$ cat config.mk
export PLATFORM = sky130hd
export DESIGN_NAME = spi_sclk_divider
export DESIGN_NICKNAME = d
export VERILOG_FILES = /design/src/rtl/spi_div_pkg.sv /design/src/rtl/spi_div_cfg_decode.sv /design/src/rtl/spi_div_cfg_hold.sv /design/src/rtl/spi_div_phase_gen.sv /design/src/rtl/spi_sclk_divider.sv
export SDC_FILE = /design/constraint.sdc
export NUM_CORES = 1
export LEC_CHECK = 0
export CORE_AREA = 5 5 85 87
export DETAILED_ROUTE_END_ITERATION = 6
export DIE_AREA = 0 0 90 92
export PLACE_DENSITY = 0.66
export SYNTH_ARGS = -nofsm -noshare
export SYNTH_HDL_FRONTEND = slang
export SYNTH_HIERARCHICAL = 1
export SYNTH_SLANG_ARGS = --single-unit
$ cat constraint.sdc
create_clock -name clk_i -period 5.6 [get_ports clk_i]
set_clock_uncertainty 0.05 [all_clocks]
set_input_delay 1.68 -clock clk_i [delete_from_list [all_inputs] [get_ports clk_i]]
set_output_delay 1.68 -clock clk_i [all_outputs]
set_load 0.05 [all_outputs]
$ cat src/rtl/spi_div_pkg.sv
package spi_div_pkg;

  typedef enum logic {
    SCALE_POW2   = 1'b0,
    SCALE_LINEAR = 1'b1
  } scale_mode_e;

  // Last count value of one half period (half length minus one).
  function automatic logic [31:0] half_last_f(logic lin, logic [31:0] n, logic [31:0] e);
    if (lin) return n;
    if (e == 32'd0) return 32'd0;
    return (32'd1 << (e - 32'd1)) - 32'd1;
  endfunction

  // Power-of-two scheme with a zero exponent: no division at all.
  function automatic logic is_pass_f(logic lin, logic [31:0] e);
    return !lin && (e == 32'd0);
  endfunction

  // Counter width able to hold the longest half period of either scheme.
  function automatic int cnt_width_f(int div_w, int exp_w);
    int pow_w;
    pow_w = (1 << exp_w) - 2;
    return (div_w > pow_w) ? div_w : pow_w;
  endfunction

endpackage

$ cat src/rtl/spi_div_cfg_decode.sv
module spi_div_cfg_decode #(
  parameter int DIV_W = 8,
  parameter int EXP_W = 4,
  parameter int CNT_W = 14,
  localparam int CFG_W = DIV_W + EXP_W + 1
) (
  input  logic [CFG_W-1:0] cfg_i,
  output logic             lin_o,
  output logic             pass_o,
  output logic [CNT_W-1:0] last_o
);
  import spi_div_pkg::*;

  logic [DIV_W-1:0] div_n;
  logic [EXP_W-1:0] exp_e;
  scale_mode_e      scale;

  assign div_n = cfg_i[DIV_W-1:0];
  assign exp_e = cfg_i[DIV_W +: EXP_W];
  assign scale = scale_mode_e'(cfg_i[CFG_W-1]);

  always_comb begin
    lin_o  = (scale == SCALE_LINEAR);
    pass_o = is_pass_f(lin_o, 32'(exp_e));
    last_o = CNT_W'(half_last_f(lin_o, 32'(div_n), 32'(exp_e)));
  end

endmodule

$ cat src/rtl/spi_div_cfg_hold.sv
module spi_div_cfg_hold #(
  parameter int CFG_W = 13
) (
  input  logic             clk_i,
  input  logic             rst_ni,
  input  logic             wr_en_i,
  input  logic [CFG_W-1:0] wr_data_i,
  input  logic             bound_i,
  output logic [CFG_W-1:0] act_cfg_o,
  output logic             pend_o
);
  logic [CFG_W-1:0] pend_cfg_q;
  logic             pend_v_q;

  always_ff @(posedge clk_i or negedge rst_ni) begin
    if (!rst_ni) begin
      act_cfg_o  <= '0;
      pend_cfg_q <= '0;
      pend_v_q   <= 1'b0;
    end else if (wr_en_i && bound_i) begin
      act_cfg_o <= wr_data_i;
      pend_v_q  <= 1'b0;
    end else if (wr_en_i) begin
      pend_cfg_q <= wr_data_i;
      pend_v_q   <= 1'b1;
    end else if (bound_i && pend_v_q) begin
      act_cfg_o <= pend_cfg_q;
      pend_v_q  <= 1'b0;
    end
  end

  assign pend_o = pend_v_q;

endmodule

$ cat src/rtl/spi_div_phase_gen.sv
module spi_div_phase_gen #(
  parameter int CNT_W = 14
) (
  input  logic             clk_i,
  input  logic             rst_ni,
  input  logic             run_i,
  input  logic             pass_i,
  input  logic [CNT_W-1:0] last_i,
  output logic             sclk_o,
  output logic             lead_o,
  output logic             trail_o,
  output logic             bound_o,
  output logic [CNT_W-1:0] cnt_o
);
  logic [CNT_W-1:0] cnt_q;
  logic             lvl_q;
  logic             lead_q;
  logic             trail_q;
  logic             at_last;

  assign at_last = (cnt_q == last_i);

  always_ff @(posedge clk_i or negedge rst_ni) begin
    if (!rst_ni) begin
      cnt_q   <= '0;
      lvl_q   <= 1'b0;
      lead_q  <= 1'b0;
      trail_q <= 1'b0;
    end else if (!run_i) begin
      cnt_q   <= '0;
      lvl_q   <= 1'b0;
      lead_q  <= 1'b0;
      trail_q <= 1'b0;
    end else if (pass_i) begin
      cnt_q   <= '0;
      lvl_q   <= 1'b1;
      lead_q  <= 1'b1;
      trail_q <= 1'b0;
    end else if (at_last) begin
      cnt_q   <= '0;
      lvl_q   <= ~lvl_q;
      lead_q  <= ~lvl_q;
      trail_q <= lvl_q;
    end else begin
      cnt_q   <= cnt_q + CNT_W'(1);
      lead_q  <= 1'b0;
      trail_q <= 1'b0;
    end
  end

  // A period ends on the falling edge; idle and pass-through are always at a boundary.
  assign bound_o = !run_i || pass_i || (at_last && lvl_q);
  assign sclk_o  = lvl_q;
  assign lead_o  = lead_q;
  assign trail_o = trail_q;
  assign cnt_o   = cnt_q;

endmodule

$ cat src/rtl/spi_sclk_divider.sv
module spi_sclk_divider #(
  parameter int DIV_W = 8,
  parameter int EXP_W = 4,
  localparam int CFG_W = DIV_W + EXP_W + 1,
  localparam int CNT_W = spi_div_pkg::cnt_width_f(DIV_W, EXP_W)
) (
  input  logic             clk_i,
  input  logic             rst_ni,
  input  logic             bus_en_i,
  input  logic             cfg_we_i,
  input  logic [CFG_W-1:0] cfg_wdata_i,
  output logic             sclk_o,
  output logic             sclk_lead_o,
  output logic             sclk_trail_o
);
  logic [CFG_W-1:0] act_cfg;
  logic             cfg_pending;
  logic             sel_linear;
  logic             pass_thru;
  logic [CNT_W-1:0] half_last;
  logic             period_bound;
  logic [CNT_W-1:0] phase_cnt;

  spi_div_cfg_hold #(.CFG_W(CFG_W)) u_hold (
    .clk_i     (clk_i),
    .rst_ni    (rst_ni),
    .wr_en_i   (cfg_we_i),
    .wr_data_i (cfg_wdata_i),
    .bound_i   (period_bound),
    .act_cfg_o (act_cfg),
    .pend_o    (cfg_pending)
  );

  spi_div_cfg_decode #(.DIV_W(DIV_W), .EXP_W(EXP_W), .CNT_W(CNT_W)) u_dec (
    .cfg_i  (act_cfg),
    .lin_o  (sel_linear),
    .pass_o (pass_thru),
    .last_o (half_last)
  );

  spi_div_phase_gen #(.CNT_W(CNT_W)) u_phase (
    .clk_i   (clk_i),
    .rst_ni  (rst_ni),
    .run_i   (bus_en_i),
    .pass_i  (pass_thru),
    .last_i  (half_last),
    .sclk_o  (sclk_o),
    .lead_o  (sclk_lead_o),
    .trail_o (sclk_trail_o),
    .bound_o (period_bound),
    .cnt_o   (phase_cnt)
  );

endmodule

[Word level (Yosys, flattened, before mapping)]
Cells that the tools add are included.
Storage, ports and cells
  word-level logic and storage cells: 54
  register bits: 44
  input port bits: 17
  output and inout port bits: 3
Cells by class
  equal/unequal tests: 3
  reductions and logical operators: 13
  shift-type cells: 1
  bitwise logic cells: 2
  muxes and demuxes: 25
  add/subtract/negate cells: 3
Operators with widths (number)
  14-bit 2-to-1 mux: 7
  13-bit 2-to-1 mux: 3
  1-bit by 32-bit left shift with 14-bit output, first input constant: 1
  1-bit 2-to-1 mux: 15
  14-bit by 1-bit adder with 14-bit output, second input constant: 1
  14-bit == test: 1
  14-bit by 1-bit subtractor with 14-bit output, second input constant: 1
  4-bit by 1-bit subtractor with 5-bit output, second input constant: 1
  1-bit logical AND: 4
  4-bit zero test: 1
  2-bit AND reduction: 2
  3-bit by 1-bit inequality test with 1-bit output, second input constant: 1
  3-bit nonzero test: 1
  1-bit zero test: 2
  1-bit logical OR: 2
  2-bit by 1-bit inequality test with 1-bit output, second input constant: 1
  1-bit inverter: 2
  2-bit nonzero test: 1

[Longest topological paths before layout]
Gate-level depths: netlist of the first run.
  depth after elaboration: 12
  depth in mapped cells: 22
  depth with buffers taken out: 18

[By module]
Netlist of the first run, hierarchy kept.
By module, submodules not included
  spi_div_cfg_hold: area an instance 1167.4 µm², cells each 94, times used 1, seq. area each 675.6 µm²
  spi_div_phase_gen: area an instance 1029.7 µm², cells each 102, times used 1, seq. area each 425.4 µm²
  spi_div_cfg_decode: area an instance 845.8 µm², cells each 132, times used 1, seq. area each 0.0 µm²

[Worst setup path after synthesis of the first run]
OpenSTA, ideal clock, no wires.
  path kind: flip-flop to flip-flop
  start point: register u_hold.act_cfg_o[9]
  end point: register u_hold.pend_cfg_q[5]
  clock period less this slack: 4.193 ns
  arrival: 4.019 ns
  data required time: 5.425 ns
  setup time: 0.125 ns
  cell stages (with the launch flop): 20
  path buffers: 4
  slack: 1.407 ns
  path through: dfrtp_1 -> buf_6 -> inv_1 -> ha_1 -> buf_6 -> xor2_1 -> or3_1 -> ha_1 -> o311ai_4 -> nor4_2 -> a21o_2 -> a21oi_1 -> xor2_1 -> nor4_2 -> nand4_1 -> o21ai_1 -> buf_2 -> nand2b_4 -> buf_6 -> mux2_2
Between the ends
  longest elaborated chain between the ends: 11
  elaborated cells between the ends (all ways): 17
  classes of those cells: add/sub (2); eq/ne (1); shift (1); mux (5); bitwise (1); reduce/logical (7)
RTL lines
  start: declaration: line spi_div_cfg_hold.sv:9  | output logic [CFG_W-1:0] act_cfg_o,
  start signal: assignment: line spi_div_cfg_hold.sv:21  | act_cfg_o <= wr_data_i;
  start signal: assignment: line spi_div_cfg_hold.sv:27  | act_cfg_o <= pend_cfg_q;
  4-bit by 1-bit subtractor with 5-bit output or 4-bit zero test (tied branches): line spi_div_pkg.sv:12, spi_div_pkg.sv:11
  1-bit by 32-bit left shift with 14-bit output or 1-bit 2-to-1 mux (tied branches): line spi_div_pkg.sv:12, spi_div_pkg.sv:11
  14-bit by 1-bit subtractor with 14-bit output or 1-bit 2-to-1 mux (tied branches): line spi_div_pkg.sv:12, spi_div_pkg.sv:11
  14-bit 2-to-1 mux (*): line spi_div_pkg.sv:12  | return (32'd1 << (e - 32'd1)) - 32'd1;
  14-bit 2-to-1 mux (*): line spi_div_pkg.sv:11  | if (e == 32'd0) return 32'd0;
  net half_last[12]: line spi_sclk_divider.sv:20  | logic [CNT_W-1:0] half_last;
  14-bit == test (*): line spi_div_phase_gen.sv:21  | assign at_last = (cnt_q == last_i);
  1-bit logical AND (*): line spi_div_phase_gen.sv:52  | assign bound_o = !run_i || pass_i || (at_last && lvl_q);
  1-bit logical OR (*): line spi_div_phase_gen.sv:52
  net period_bound: line spi_sclk_divider.sv:21  | logic period_bound;
  1-bit logical AND (*): line spi_div_cfg_hold.sv:20  | end else if (wr_en_i && bound_i) begin
  1-bit inverter (no source line) (*)
  2-bit AND reduction (no source line) (*)
  end signal: assignment: line spi_div_cfg_hold.sv:24  | pend_cfg_q <= wr_data_i;
  end: declaration: line spi_div_cfg_hold.sv:12  | logic [CFG_W-1:0] pend_cfg_q;
Mark *: on every way through the listed nets, which the timed path passes. The rest lies on a longest branch. The select of a mux whose other input is x is not followed.
A chain may end at the register's enable or synchronous reset.

[Worst setup path after layout of the first run]
  start point: register u_hold.act_cfg_o[9]
  end point: register u_hold.act_cfg_o[4]
Between the ends
  longest elaborated chain between the ends: 11
  elaborated cells between the ends (all ways): 20
  classes of those cells: add/sub (2); eq/ne (2); shift (1); mux (6); reduce/logical (9)
RTL lines (line)
  4-bit by 1-bit subtractor with 5-bit output or 4-bit zero test (tied branches): spi_div_pkg.sv:12, spi_div_pkg.sv:11
  1-bit by 32-bit left shift with 14-bit output or 1-bit 2-to-1 mux (tied branches): spi_div_pkg.sv:12, spi_div_pkg.sv:11
  14-bit by 1-bit subtractor with 14-bit output or 1-bit 2-to-1 mux (tied branches): spi_div_pkg.sv:12, spi_div_pkg.sv:11
  14-bit 2-to-1 mux (*): spi_div_pkg.sv:12
  14-bit 2-to-1 mux (*): spi_div_pkg.sv:11
  net half_last[6]: spi_sclk_divider.sv:20
  14-bit == test (*): spi_div_phase_gen.sv:21
  1-bit logical AND (*): spi_div_phase_gen.sv:52
  1-bit logical OR (*): spi_div_phase_gen.sv:52
  net period_bound: spi_sclk_divider.sv:21
  1-bit logical AND, on equally long branches: spi_div_cfg_hold.sv:20, spi_div_cfg_hold.sv:26
  2-bit by 1-bit inequality test with 1-bit output (no source line) or 2-bit nonzero test (tied branches)
  2-bit AND reduction (no source line)
Marks and branches as above.

==> impl_metrics.yaml, run 1 <==
outcome:
  outcome: "completed"
power_and_ir_drop:
  p_per_area_mw_per_mm2: 325
  power.share.switching_pct: 39.9
  total_power_mw: 1.06
  power.internal_uw: 636
  p_comb_share_pct: 43.3
  pwr-share-seq_pct: 38.5
  clkPwrFrac_pct: 18.2
  leakagePower_nw: 1.34
  switchingPower_uw: 423
  peakVddDrop_mv: 0.143
cts:
  h-tree-depth: 2
  clockBufferDepth: 2
  post_cts_buffers: 0
  clk_pin_slew_ns: 0.09
  insertion_delay_ns: 0.29
  cts.repair.resized: 0
  cts_tree: "yes"
  clock_sinks: 44
  hold_buffers: 0
  cts_made_buffers: 5
  root_buffer: "clkbuf_8"
setup_path:
  worstSetupEndpointType: "flip-flop"
  crit_type: "reg -> reg"
  crit_arrival_ns: 5.02
  startpoint_type: "flip-flop"
  cp_data_required_time_ns: 5.73
  cp_max_fo: 19
  r2r_cells: 17
  r2r_slack_ns: 0.71
grt:
  grt_pass1_wl_um: 11800
  antenna_found_initial: 0
  grt_pass1_vias: 2316
  overflow: 0
  grt_usage_pct: 16.9
  grt_max_degree: 45
worst_hold_path:
  hold_path_depth: 1
  hold_path.class: "reg -> reg"
timing:
  slew_viol_final: 0
  holdWs_ns: 0.451
  rsz0062_at_grt: "no"
  min_period_ns: 4.89
  fmax_ghz: 0.205
  hold_viol: 0
  setup_viol: 0
  tns_ns: 0
  fin_crit_sh_pct: 87.3
  worst_pin_slew_ns: 0.974
  relSlewSlack_pct: 35.1
routing:
  dr.pass1.iters: 4
  drc_errors: 0
  drt_iter0_drc: 187
  vias: 2493
  viasPerCell: 6.04
  wl_per_cell_um: 17.0
  wl_um: 7000
  ant_nets: 0
floorplanning:
  num_rows: 29
  core-area_mm2: 0.00628
  initial_core_util_pct: 48.4
  die_y_um: 92
  die-area_mm2: 0.00828
  pin_count: 20
  die_x_um: 90
final_layout:
  final_cells: 413
  area_growth_pct: 7.46
  drive_above_1_share_pct: 15.5
  final_cell_mix: "dfrtp_1, nor2_1, nand2_1, xor2_1, clkdlybuf4s50_1"
  n_fill_cell: 578
  design_area_mm2: 0.00326
  nNetsFinal: 357
  antenna_cells: 0
  final_common_cell: "dfrtp_1"
placed_design:
  dp_cells: 406
  gp_congestion: 0.864
  postPlaceCellArea_mm2: 0.00318
  port_buffers: 19
  place_hpwl_um: 5020
synth:
  yosys_warnings: 6
  postSynthCellCount: 327
  synth_nets: 348
  netlist_area_mm2: 0.00304
  syn_avg_cell_area_um2: 9.28
run:
  maxCapViolations: 0
## power groups by stage
stage          Combinational [mW]  Clock, mW  Sequential [mW]
4_1_cts                     0.455      0.198            0.408
3_5_place_dp                0.453          0            0.414
2_1_floorplan               0.389          0            0.391
6_report                    0.459      0.193            0.408
5_1_grt                     0.506      0.212            0.414
3_3_place_gp                0.450          0            0.413
## routing by layer
layer / global-route usage, % / share of wire [%]
met1: 24.5 / 47
met4: 4.47 / 0.81
met2: 26.3 / 48
met3: 2.86 / 3.9
met5: 0 / 0
## state kept, by name (all words and copies together), names as in the netlist
name and cells:
u_hold/act_cfg_o 13, u_phase/sclk_o 1, u_hold/pend_cfg_q 13, u_hold/pend_o 1, u_phase/trail_o 1, u_phase/lead_o 1
u_phase/cnt_o 14
## layout make-up
cell class              count  area, µm²  area share (%)
multi-input cells         252       1730            53.0
inverters                  10       37.5            1.15
clock inverters             2       12.5           0.384
clock buffers               5       68.8            2.11
repair buffers             23        215            6.60
flip-flops and latches     44       1100            33.8
well taps                  77       96.3            2.95
## final timing paths
check / startpoint / end
max: u_hold/act_cfg_o[9] / u_hold/act_cfg_o[4]
min reg2reg: u_hold/pend_cfg_q[10] / u_hold/pend_cfg_q[10]
max in group asynchronous: rst_ni / u_phase/cnt_o[5]
max reg2reg: u_hold/act_cfg_o[9] / u_hold/act_cfg_o[4]
min in group asynchronous: rst_ni / u_hold/pend_cfg_q[1]
min: u_hold/pend_cfg_q[10] / u_hold/pend_cfg_q[10]
## through the flow
stage | utilization [%] | setup slack (ns)
2_1_floorplan | - | 1.41
3_3_place_gp | 50.7 | 0.939
3_5_place_dp | 50.7 | 0.760
4_1_cts | 52.0 | 0.748
5_1_grt | 52.0 | 0.256
6_report | 52.0 | 0.712
## critical path: stages, from the launching register on
cell and delay (ns):
dfrtp_1 0.54, inv_1 0.15, ha_1 0.64, inv_1 0.25
nor2_1 0.21, nand2_1 0.08, ha_1 0.28, o221a_2 0.18
mux2i_1 0.18, o21ai_0 0.11, xor2_1 0.16, nor4_2 0.49
nand4_1 0.27, o21ai_1 0.18, buf_4 0.24, nand2_1 0.31
o32ai_1 0.33, nor2_1 0.08
Note: power is estimated with default switching activity, not from simulation.
==> run 2: changes to the inputs <==
Settings changed: CORE_AREA 5 5 85 87 to 5 5 81 83, DIE_AREA 0 0 90 92 to 0 0 86 88, PLACE_DENSITY 0.66 to 0.72.
==> run 2 against run 1 <==
Core utilization grew 4.4 points. Largest cell class unchanged. Highest routed layer unchanged. Clock power is essentially flat. Maximum frequency shrank 4.0%.
==> impl_metrics.yaml, run 2 (synthesized netlist as in run 1, its figures left out) <==
power_and_ir_drop:
  p_comb_share_pct: 42.6
  p_per_area_mw_per_mm2: 327
  power.share.switching_pct: 40.2
  power.internal_uw: 638
  clkPwrFrac_pct: 18.0
  switchingPower_uw: 429
  leakagePower_nw: 1.34
  pwr-share-seq_pct: 39.4
  peakVddDrop_mv: 0.163
  total_power_mw: 1.07
setup_path:
  startpoint_type: "flip-flop"
  endpoint: "u_hold/act_cfg_o[0]"
  critPathMaxStageDelay_ns: 0.53
  crit_start: "u_hold/act_cfg_o[8]"
  r2r-start: "u_hold/act_cfg_o[8]"
  crit_slowest_cell: "dfrtp_2"
  worstSetupEndpointType: "flip-flop"
  crit_arrival_ns: 5.23
  crit_type: "reg -> reg"
  r2r-end: "u_hold/act_cfg_o[0]"
  cp_data_required_time_ns: 5.73
  r2r_slack_ns: 0.51
  path_cells: "inv_1 > ha_1 > xor2_1 > or3_1 > ha_1 > o311ai_4 > nor4_2 > nand3_1 > a21oi_1 > xor2_1 > nor4_2 > nand4_1 > o21ai_1 > buf_4 > nand2_1 > o32ai_1 > nor2_1"
  r2r_cells: 17
  cp_max_fo: 19
final_layout:
  post-route-util_pct: 56.4
  seqCellArea_mm2: 0.00110
  largest_register_ffs: 14
  nNetsFinal: 357
  multi_input_area_mm2: 0.00173
  area_growth_pct: 7.42
  n_fill_cell: 513
  final_cell_mix: "dfrtp_1, nor2_1, nand2_1, xor2_1, clkdlybuf4s50_1"
  final_common_cell: "dfrtp_1"
  drive_above_1_share_pct: 15.8
  design_area_mm2: 0.00326
  antenna_cells: 0
timing:
  hold_viol: 0
  relSlewSlack_pct: 34.8
  min_period_ns: 5.09
  fin_crit_sh_pct: 90.9
  setup_viol: 0
  rsz0062_at_grt: "no"
  tns_ns: 0
  fmax_ghz: 0.196
  slew_viol_final: 0
  holdWs_ns: 0.452
  worst_pin_slew_ns: 0.978
cts:
  h-tree-depth: 2
  cts_tree: "yes"
  post_cts_buffers: 0
  insertion_delay_ns: 0.30
  cts_made_buffers: 5
  clock_sinks: 44
  clockBufferDepth: 2
  clk_pin_slew_ns: 0.08
  root_buffer: "clkbuf_8"
floorplanning:
  die-area_mm2: 0.00757
  pin_count: 20
  core-area_mm2: 0.00578
  die_y_um: 88
  die_x_um: 86
  initial_core_util_pct: 52.5
  num_rows: 28
placed_design:
  port_buffers: 19
  place_hpwl_um: 5060
  postPlaceCellArea_mm2: 0.00318
  gp_congestion: 0.918
routing:
  wl_um: 7100
  drc_errors: 0
  dr.pass1.iters: 5
  drt_iter0_drc: 225
  vias: 2553
  viasPerCell: 6.21
  ant_nets: 0
  wl_per_cell_um: 17.3
run:
  maxCapViolations: 0
grt:
  grt_usage_pct: 19.5
  antenna_found_initial: 0
  grt_max_degree: 45
  grt_pass1_wl_um: 11800
  overflow: 0
  grt_pass1_vias: 2390
outcome:
  outcome: "completed"
worst_hold_path:
  hold_path.class: "reg -> reg"
[run 2: per-layer routing]
metal  track usage, %  vias up  share of wire (%)
li1                 -     1203                  -
met1             26.9     1244                 45
met2             31.8       94                 48
met3             2.82       12                5.2
met4             5.90        0                1.7
met5                0        -                  0
[run 2: final cells by class]
| type | count | share of cell area, % |
|---|---|---|
| clock buffers | 5 | 2.11 |
| inverters | 10 | 1.15 |
| clock inverters | 2 | 0.384 |
| flip-flops and latches | 44 | 33.8 |
| multi-input cells | 252 | 53.1 |
| well taps | 75 | 2.88 |
| repair buffers | 23 | 6.60 |
[run 2: worst min path at each step]
stage / start / slack [ns] / end / cells after the start
2_1_floorplan: u_hold/pend_cfg_q[10] / 0.41 / u_hold/pend_cfg_q[10] / 1
3_3_place_gp: u_hold/pend_cfg_q[9] / 0.43 / u_hold/pend_cfg_q[9] / 1
3_5_place_dp: u_hold/pend_cfg_q[3] / 0.43 / u_hold/pend_cfg_q[3] / 1
4_1_cts: u_hold/pend_cfg_q[3] / 0.46 / u_hold/pend_cfg_q[3] / 1
5_1_grt: u_hold/pend_cfg_q[3] / 0.48 / u_hold/pend_cfg_q[3] / 1
6_report: u_hold/pend_cfg_q[3] / 0.45 / u_hold/pend_cfg_q[3] / 1
[run 2: per-stage QoR]
step,setup WS [ns],instances
after floorplan,1.41,327
after global placement,0.722,404
after detailed placement,0.459,404
after CTS,0.448,411
after global routing,0.0582,411
final,0.508,411
[run 2: critical path, delay by kind of cell (launching register included)]
kind / cells / cell delay (ns)
AOI/OAI and AO/OA: 4 / 0.85
xor gates and xnor gates: 2 / 0.50
adders and majority gates: 2 / 0.74
buffers and inverters: 2 / 0.46
DFF: 1 / 0.53
and+or+nand+nor: 7 / 1.83
[run 2: power groups by stage]
stage / Sequential (mW) / Clock (mW) / Combinational [mW]
2_1_floorplan: 0.391 / 0 / 0.389
3_3_place_gp: 0.422 / 0 / 0.439
3_5_place_dp: 0.425 / 0 / 0.445
4_1_cts: 0.419 / 0.198 / 0.447
5_1_grt: 0.428 / 0.212 / 0.495
6_report: 0.421 / 0.192 / 0.455
[run 2: repair_timing]
action | in CTS | in global routing
endpoints found under the setup margin | 0 | 15
gates resized for setup | 0 | 1
hold buffers | 0 | 0
==> run 3: changes to the inputs <==
Settings changed: GPL_ROUTABILITY_DRIVEN set to 0.
==> results of run 3 <==
Final layout, timing and power as in run 2 (identical DEF).
